$ cat config.mk
export PLATFORM = sky130hd
export DESIGN_NAME = tick_timer_unit
export DESIGN_NICKNAME = d
export VERILOG_FILES = /design/src/rtl/tmr_pkg.sv /design/src/rtl/tmr_prescaler.sv /design/src/rtl/tmr_channel.sv /design/src/rtl/tick_timer_unit.sv
export SDC_FILE = /design/constraint.sdc
export NUM_CORES = 1
export LEC_CHECK = 0
export ABC_AREA = 1
export ABC_CLOCK_PERIOD_IN_PS = 2600
export BUFFER_PORTS_ARGS = -buffer_cell sky130_fd_sc_hd__buf_4
export CAP_MARGIN = 10
export CORE_MARGIN = 2
export CORE_UTILIZATION = 40
export CTS_CLUSTER_DIAMETER = 60
export CTS_CLUSTER_SIZE = 40
export DETAILED_ROUTE_END_ITERATION = 8
export GPL_TIMING_DRIVEN = 0
export SKIP_CTS_REPAIR_TIMING = 1
export SLEW_MARGIN = 20
export SYNTH_ARGS = -nofsm -noshare
export SYNTH_HDL_FRONTEND = slang
export SYNTH_SLANG_ARGS = --single-unit
$ cat constraint.sdc
create_clock -name clk -period 2.6 [get_ports clk]
set_input_delay 0.13 -clock clk [delete_from_list [all_inputs] [get_ports clk]]
set_output_delay 0.13 -clock clk [all_outputs]
set_load 0.05 [all_outputs]
$ cat src/rtl/tmr_pkg.sv
package tmr_pkg;
  localparam int CTL_W     = 16;
  localparam int SEL_W     = 3;
  localparam int SEL_TOP   = 3;       // largest distinct select value
  localparam int FLAG_BIT  = 8;
  localparam int IE_BIT    = 5;
  localparam logic [CTL_W-1:0] CTL_RESET = 16'h0020;
  localparam int START_OFF = 'h00;
  localparam int CH_BASE   = 'h10;
  localparam int CH_STRIDE = 'h10;
  localparam int OFF_CTL   = 'h0;
  localparam int OFF_CON   = 'h4;
  localparam int OFF_CNT   = 'h8;
endpackage

$ cat src/rtl/tmr_prescaler.sv
module tmr_prescaler
  import tmr_pkg::*;
(
  input  logic             clk,
  input  logic             rst,
  input  logic             run,
  input  logic [SEL_W-1:0] sel,
  output logic             tick
);
  localparam int PRE_W = 2 * SEL_TOP + 2;

  logic [PRE_W-1:0] phase;
  logic [PRE_W-1:0] mask;
  logic [SEL_W-1:0] esel;

  always_comb begin
    esel = (sel > SEL_W'(SEL_TOP)) ? SEL_W'(SEL_TOP) : sel;
    mask = (PRE_W'(4) << {esel, 1'b0}) - PRE_W'(1);
    tick = run && ((phase & mask) == mask);
  end

  always_ff @(posedge clk) begin
    if (rst || !run) phase <= '0;
    else             phase <= phase + PRE_W'(1);
  end

  // a halted channel restarts its phase from zero
  a_r11_phase_idle: assert property (@(posedge clk) disable iff (rst)
    !run |=> (phase == '0 && !tick));
endmodule

$ cat src/rtl/tmr_channel.sv
module tmr_channel
  import tmr_pkg::*;
#(
  parameter int CNT_W = 32
) (
  input  logic             clk,
  input  logic             rst,
  input  logic             tick,
  input  logic             wr_ctl,
  input  logic             wr_con,
  input  logic             wr_cnt,
  input  logic [CNT_W-1:0] wdata,
  output logic [SEL_W-1:0] sel,
  output logic [CTL_W-1:0] ctl_view,
  output logic [CNT_W-1:0] con_q,
  output logic [CNT_W-1:0] cnt_q,
  output logic             irq
);
  logic flag, ie, armed, uflow, flag_n, ie_n;

  always_comb begin
    uflow  = tick && !wr_cnt && (cnt_q == '0) && ((con_q != '0) || armed);
    flag_n = uflow ? 1'b1 : ((wr_ctl && !wdata[FLAG_BIT]) ? 1'b0 : flag);
    ie_n   = wr_ctl ? wdata[IE_BIT] : ie;
    ctl_view           = '0;
    ctl_view[SEL_W-1:0] = sel;
    ctl_view[IE_BIT]   = ie;
    ctl_view[FLAG_BIT] = flag;
  end

  always_ff @(posedge clk) begin
    if (rst) begin
      cnt_q <= '0;
      con_q <= '0;
      sel   <= CTL_RESET[SEL_W-1:0];
      ie    <= CTL_RESET[IE_BIT];
      flag  <= 1'b0;
      armed <= 1'b0;
      irq   <= 1'b0;
    end else begin
      if (wr_cnt) begin
        cnt_q <= wdata;
        armed <= 1'b1;
      end else if (uflow) begin
        cnt_q <= con_q;
        armed <= 1'b0;
      end else if (tick && cnt_q != '0) begin
        cnt_q <= cnt_q - CNT_W'(1);
      end
      if (wr_con) con_q <= wdata;
      if (wr_ctl) sel <= wdata[SEL_W-1:0];
      flag <= flag_n;
      ie   <= ie_n;
      irq  <= flag_n && ie_n;
    end
  end

  a_r3_step_down: assert property (@(posedge clk) disable iff (rst)
    (tick && !wr_cnt && cnt_q != '0) |=> (cnt_q == $past(cnt_q) - CNT_W'(1)));
  a_r4_reload: assert property (@(posedge clk) disable iff (rst)
    uflow |=> (flag && !$past(wr_con) -> cnt_q == $past(con_q)));
  a_r6_flag_hw_only: assert property (@(posedge clk) disable iff (rst)
    $rose(flag) |-> $past(uflow));
  a_r7_irq_level: assert property (@(posedge clk) disable iff (rst)
    irq == (flag && ie));
  a_r11_hold: assert property (@(posedge clk) disable iff (rst)
    (!tick && !wr_cnt) |=> $stable(cnt_q));
  a_r8_write_wins: assert property (@(posedge clk) disable iff (rst)
    wr_cnt |=> (cnt_q == $past(wdata)));
endmodule

$ cat src/rtl/tick_timer_unit.sv
module tick_timer_unit
  import tmr_pkg::*;
#(
  parameter int NCH    = 2,
  parameter int CNT_W  = 32,
  parameter int ADDR_W = 8
) (
  input  logic              clk,
  input  logic              rst,
  input  logic              wr_en,
  input  logic              rd_en,
  input  logic [ADDR_W-1:0] addr,
  input  logic [CNT_W-1:0]  wdata,
  output logic [CNT_W-1:0]  rdata,
  output logic [NCH-1:0]    irq
);
  function automatic logic [ADDR_W-1:0] reg_addr(input int ch, input int off);
    return ADDR_W'(CH_BASE + ch * CH_STRIDE + off);
  endfunction

  logic [NCH-1:0]   run_q;
  logic [CTL_W-1:0] ctl_v [NCH];
  logic [CNT_W-1:0] con_v [NCH];
  logic [CNT_W-1:0] cnt_v [NCH];
  logic [CNT_W-1:0] rd_mux;
  logic             hit_start;

  assign hit_start = (addr == ADDR_W'(START_OFF));

  for (genvar c = 0; c < NCH; c++) begin : g_ch
    logic [SEL_W-1:0] sel_c;
    logic             tick_c;

    tmr_prescaler u_pre (
      .clk(clk), .rst(rst), .run(run_q[c]), .sel(sel_c), .tick(tick_c)
    );

    tmr_channel #(.CNT_W(CNT_W)) u_chan (
      .clk(clk), .rst(rst), .tick(tick_c),
      .wr_ctl(wr_en && addr == reg_addr(c, OFF_CTL)),
      .wr_con(wr_en && addr == reg_addr(c, OFF_CON)),
      .wr_cnt(wr_en && addr == reg_addr(c, OFF_CNT)),
      .wdata(wdata), .sel(sel_c), .ctl_view(ctl_v[c]),
      .con_q(con_v[c]), .cnt_q(cnt_v[c]), .irq(irq[c])
    );
  end

  always_comb begin
    rd_mux = '0;
    if (hit_start) rd_mux = CNT_W'(run_q);
    for (int c = 0; c < NCH; c++) begin
      if (addr == reg_addr(c, OFF_CTL)) rd_mux = CNT_W'(ctl_v[c]);
      if (addr == reg_addr(c, OFF_CON)) rd_mux = con_v[c];
      if (addr == reg_addr(c, OFF_CNT)) rd_mux = cnt_v[c];
    end
  end

  always_ff @(posedge clk) begin
    if (rst) begin
      run_q <= '0;
      rdata <= '0;
    end else begin
      if (wr_en && hit_start) run_q <= wdata[NCH-1:0];
      if (rd_en) rdata <= rd_mux;
    end
  end

  a_r10_rdata_hold: assert property (@(posedge clk) disable iff (rst)
    !rd_en |=> $stable(rdata));
  a_r2_start_load: assert property (@(posedge clk) disable iff (rst)
    (wr_en && hit_start) |=> (run_q == $past(wdata[NCH-1:0])));
endmodule

---- Word-level counts from Yosys, hierarchy flattened ----
Index checks and enable logic that the tools add are counted.
storage, ports and cells
  output and inout port bits .............. 34
  input port bits ......................... 44
  bits in registers ....................... 192
operators by class
  shifts and indexed selects .............. 2
  eq/ne operators ......................... 8
  mux-type cells .......................... 25
  $add $sub $neg .......................... 6
  $lt $le $gt $ge ......................... 2
  bitwise logic cells ..................... 2
  reduce and logical (&&, ||, !) cells .... 41
operators with widths
  kind                     number
  $mux W32                 12
  $reduce_bool A32 Y1      4
  $logic_not A32 Y1        2
  $sub A32 B1 Y32 const B  2
  $eq A8 B5 Y1 const B     3
  $eq A8 B6 Y1 const B     3
  $logic_and A1 B1 Y1      21
  $add A8 B1 Y8 const B    2
  $and A8 B8 Y8            2
  $eq A8 B8 Y1             2
  $shl A3 B4 Y8 const A    2
  $sub A8 B2 Y8 const B    2
  $mux W1                  10
  $logic_not A8 Y1         1
  $gt A3 B2 Y1 const B     2
  $mux W3                  2
  $reduce_bool A3 Y1       2
  $logic_not A1 Y1         5
  $logic_or A1 B1 Y1       4
  $reduce_bool A2 Y1       2
  $mux W2                  1

---- Longest topological paths before layout ----
  depth in word-level cells ............... 12
  mapped depth ............................ 15

---- Cells and area by module ----
Synthesis repeated with hierarchy kept, for this count alone.
second synthesis, totals
  cells, all modules ...................... 2007
  area, all modules ....................... 12399.4 sq um
modules (own cells, without submodules)
  module           area an instance (sq um)  times used  sequential area each (sq um)  cells each
  tmr_channel      4455.5                    2           1421.4                        716
  tick_timer_unit  2547.4                    1           680.7                         427
  tmr_prescaler    470.5                     2           160.2                         74

---- Least setup slack after synthesis ----
No wires, ideal clock.
  path type ............................... register -> register
  from .................................... register g_ch[0].u_chan.sel[0]
  to ...................................... register g_ch[0].u_chan.cnt_q[10]
  slack ................................... 0.553 ns
  arrival time ............................ 1.938 ns
  required time ........................... 2.491 ns
  cell stages (with the launch flop) ...... 16
  path buffers ............................ 1
  library setup time ...................... 0.109 ns
  cell sequence ........................... dfxtp_1 -> nor2_1 -> nand2_1 -> ha_1 -> or2_2 -> nand3_1 -> nor2_1 -> nand3_1 -> nor2_1 -> nand2_2 -> nand3_2 -> buf_4 -> o21ai_0 -> inv_1 -> nand2_1 -> inv_1
on the way
  longest elaborated chain between the ends .. 12
  elaborated cells on any way between the ends .. 14
  those cells by class .................... add/sub (1); order compare (1); eq/ne (1); shift (1); mux (3); bitwise (1); reduce/logical (6)
RTL lines
  element                           line                 text
  from (decl)                       tmr_channel.sv:13    output logic [SEL_W-1:0] sel,
  from (signal assigned)            tmr_channel.sv:35    sel <= CTL_RESET[SEL_W-1:0];
  from (signal assigned)            tmr_channel.sv:51    if (wr_ctl) sel <= wdata[SEL_W-1:0];
  $gt A3 B2 Y1                      tmr_prescaler.sv:17  esel = (sel > SEL_W'(SEL_TOP)) ? SEL_W'(SEL_TOP) : sel;
  $mux W3 *                         tmr_prescaler.sv:17
  $shl A3 B4 Y8 *                   tmr_prescaler.sv:18  mask = (PRE_W'(4) << {esel, 1'b0}) - PRE_W'(1);
  $sub A8 B2 Y8 *                   tmr_prescaler.sv:18
  $and A8 B8 Y8                     tmr_prescaler.sv:19  tick = run && ((phase & mask) == mask);
  $eq A8 B8 Y1 *                    tmr_prescaler.sv:19
  $logic_and A1 B1 Y1 *             tmr_prescaler.sv:19
  $logic_and A1 B1 Y1 (3 in a row)  tmr_channel.sv:22    uflow = tick && !wr_cnt && (cnt_q == '0) && ((con_q != '0) || armed);
  $mux W32                          tmr_channel.sv:44    end else if (uflow) begin
  $mux W32                          tmr_channel.sv:41    if (wr_cnt) begin
  to (signal assigned)              tmr_channel.sv:42    cnt_q <= wdata;
  to (signal assigned)              tmr_channel.sv:45    cnt_q <= con_q;
  to (signal assigned)              tmr_channel.sv:48    cnt_q <= cnt_q - CNT_W'(1);
  to (decl)                         tmr_channel.sv:16    output logic [CNT_W-1:0] cnt_q,
Mark *: on every way between the ends. The rest lies on a longest branch, timed or not.
A chain may end at the register's enable or synchronous reset.

---- Worst setup path after layout ----
  from .................................... register g_ch[0].u_chan.cnt_q[0]
  to ...................................... register g_ch[0].u_chan.cnt_q[17]
on the way
  longest elaborated chain between the ends .. 5
  elaborated cells on any way between the ends .. 10
  those cells by class .................... add/sub (1); mux (3); reduce/logical (6)
RTL lines
  element
  branches (longest 5 deep; another with $sub A32 B1 Y32)
Several ways; the timed one is not identified. The select of a mux whose other input is x is not followed.

==> flow_metrics.tcl <==
set metrics [dict create \
    status "finished, violations left" \
    violations "hold timing" \
    synthMuxAreaShare_pct 0 \
    critical_path_required_ns 2.94 \
    synthFlopType "dfxtp_1" \
    p_clk_share_pct 44.5 \
    power.density_mw_per_mm2 476 \
    pin_count 78 \
    finalHoldViolCount 3 \
    antenna_found_initial 0 \
    grt_first_pass_wirelength_mm 63.0 \
    synthAdderAreaFrac_pct 0.681 \
    die_width_microns 170 \
    ys_seq_area_share_pct 34.9 \
    comb_power_share_pct 6.8 \
    swShare_pct 26.6 \
    synth-simple-area-share_pct 23.5 \
    fp.dieArea_sq_mm 0.0289 \
    avgViaCountPerCell 5.58 \
    r2r-start "g_ch[0].u_chan.cnt_q[0]" \
    clk_latency_ns 0.45 \
    fin_nets 1852 \
    p_total_mw 6.05 \
    die_h_microns 170 \
    cp_max_fo 10 \
    final_cells 2156 \
    path_clk_slew_ns 0.08 \
    routed_wl_mm 42.4 \
    switchingPower_mw 1.61 \
    worstMarginPinSlew_ns 0.901 \
    first_iter_violations 1272 \
    numPortBuffers 77 \
    start_kind "flip-flop" \
    synth_top_family_by_area "compound AO/OA/AOI/OAI gates" \
    synth_edf_count 0 \
    syn_avg_cell_area_sq_um 6.50 \
    fin_crit_sh_pct 93.0 \
    synth_compound_area_share_pct 24.1 \
    firstDrtPassIters 7 \
    fillers 2870 \
    synth_seq_cells 192 \
    drive_gt1_share_pct 9.97 \
    min_path_cells 3 \
    synth_nets 1747 \
    areaGrowthSynthToFinish_pct 15.4 \
    period_needed_ns 2.42 \
    grt_overflow_total 0 \
    holdWs_ns -0.0172 \
    fin_skew_ns 0.0152 \
    critical_path_class "reg -> reg" \
    dp.cells 2115 \
    rsz0062_at_grt "false" \
    crit_end "g_ch[0].u_chan.cnt_q[17]" \
    worstPathArrival_ns 2.76 \
    clkSinkCount 192 \
    cts_tree "yes" \
    relSlewSlack_pct 39.9 \
    synthesis.area_sq_mm 0.0110 \
    wl_per_cell_microns 19.7 \
    drc 0 \
    postPlaceCellArea_sq_mm 0.0120 \
    maxSlewViolCount 0 \
    num_vias 12000 \
    vdd_drop_max_v 0.000432 \
    start_util_pct 40.8 \
    synthCells 1697 \
    maxCapViolations 0 \
    yosys_warnings 0 \
    rrSetupSlack_ns 0.18 \
    grt_pass1_vias 11300 \
    max_freq_mhz 414 \
    finalWorstSetupSlack_ns 0.182 \
    final_cell_area_sq_mm 0.0127 \
    grt.total_usage_pct 29.1 \
    setup_viol 0 \
    async_reset_ff_share_pct 0 \
    synth_xor_area_share_pct 4.61 \
    pre_cts_ws_ns -0.0780 \
    row_count 60 \
    p_leak_nw 5.79 \
    core-area_sq_mm 0.0270 \
    clock-root-buffer "clkbuf_16" \
    timing.rr.end "g_ch[0].u_chan.cnt_q[17]" \
    seqPwrFrac_pct 48.7 \
    clockBufferDepth 2 \
    final_util_pct 47.1 \
    dp_hpwl_mm 33.8 \
    cts_buffers 17 \
    cts_max_level 4 \
    grt_max_degree 18 \
    antenna_cells 0 \
    gp_congestion 0.966 \
    critPathLaunch "g_ch[0].u_chan.cnt_q[0]" \
    synth.distinct_cells 38 \
    p_int_mw 4.44 \
    hp-class "in -> reg" \
    ant_nets 0 \
    critPathCaptureType "flip-flop" \
    fin_setup_tns_ns 0 \
    reg2reg_depth 12 \
]
-- final cells by class --
cell class / instances / area [sq um] / area share [%]
multi-input combinational: 1173 / 5860 / 46.0
sequential: 192 / 3840 / 30.2
clock buffer: 19 / 443 / 3.48
inverter: 245 / 923 / 7.26
tap: 341 / 427 / 3.35
timing repair buffer: 86 / 676 / 5.31
clock inverter: 13 / 125 / 0.983
buffer: 87 / 434 / 3.41
-- how the worst min path moves through the flow --
stage          startpoint                        to  slack (ns)
2_1_floorplan    wdata[2]   g_ch[1].u_chan.con_q[2]        0.28
3_3_place_gp     wdata[4]   g_ch[1].u_chan.con_q[4]        0.43
3_5_place_dp     wdata[6]   g_ch[1].u_chan.con_q[6]        0.43
4_1_cts          wdata[6]   g_ch[1].u_chan.con_q[6]       -0.03
5_1_grt         wdata[12]  g_ch[1].u_chan.con_q[12]       0.002
6_report        wdata[12]  g_ch[1].u_chan.con_q[12]       -0.02
-- cells in the final DEF, fill, tap and decap left out, drive strengths merged, types with 3 or more instances in the layout --
| master | n |
|---|---|
| nand4 | 11 |
| dlygate4sd3 | 7 |
| o211ai | 41 |
| nor3 | 15 |
| dfxtp | 192 |
| nor2 | 229 |
| clkinv | 4 |
| nand2 | 290 |
| inv | 250 |
| clkinvlp | 3 |
| xor2 | 51 |
| clkbuf | 80 |
| nand3 | 65 |
| ha | 6 |
| o221ai | 20 |
| a21oi | 172 |
| o22ai | 20 |
| buf | 105 |
| xnor2 | 7 |
| nor4 | 4 |
| o21ai | 233 |
-- registers in the layout, summed over array words and instances, names as in the netlist --
signal             cells
g_ch.u_chan.ie         2
run_q                  2
g_ch.u_chan.irq        2
g_ch.u_chan.con_q     64
g_ch.u_chan.cnt_q     64
g_ch.u_chan.flag       2
g_ch.u_chan.armed      2
g_ch.u_chan.sel        6
g_ch.u_pre.phase      16
rdata                 32
-- cells by family after synthesis --
| logic type | after synthesis |
|---|---|
| and+or+nand+nor | 620 |
| AOI/OAI and AO/OA | 489 |
| buffers and inverters | 332 |
| DFF | 192 |
| xor gates and xnor gates | 58 |
| adders and majority gates | 6 |
-- synthesized netlist by cell type, types with 14 or more instances --
| library cell | count | area (sq um) |
|---|---|---|
| nand2_1 | 284 | 1070 |
| inv_1 | 235 | 882 |
| nor2_1 | 215 | 807 |
| dfxtp_1 | 192 | 3840 |
| a21oi_1 | 172 | 861 |
| o21ai_0 | 162 | 811 |
| o21ai_1 | 71 | 355 |
| nand3_1 | 62 | 310 |
| clkbuf_1 | 59 | 221 |
| xor2_1 | 51 | 447 |
| o211ai_1 | 41 | 308 |
| o221ai_1 | 20 | 175 |
| o22ai_1 | 20 | 125 |
| buf_2 | 14 | 70.1 |
-- per-layer routing --
layer / global-route usage [%] / up-vias / wire, microns
li1: - / 5766 / -
met1: 39.4 / 5600 / 18200
met2: 45.8 / 566 / 18800
met3: 4.14 / 101 / 3490
met4: 13.2 / 0 / 1970
met5: 0 / - / 0
-- power by group through the flow --
stage | logic [mW] | registers (mW) | clock network [mW]
5_1_grt | 0.437 | 2.95 | 2.81
2_1_floorplan | 0.201 | 3.02 | 0
3_3_place_gp | 0.387 | 3.02 | 0
3_5_place_dp | 0.388 | 3.02 | 0
4_1_cts | 0.390 | 2.95 | 2.70
6_report | 0.409 | 2.95 | 2.70
-- critical path: stages (launching register included) --
cell     delay, ns
dfxtp_1       0.34
inv_1         0.15
ha_1          0.23
nand3_2       0.16
nor2_4        0.20
nand4_1       0.19
nor2_1        0.18
nand2_2       0.15
buf_2         0.24
o21ai_0       0.26
nor2_1        0.07
nor2_1        0.09
nor2_1        0.04
Note: power is estimated with default switching activity, not from simulation.
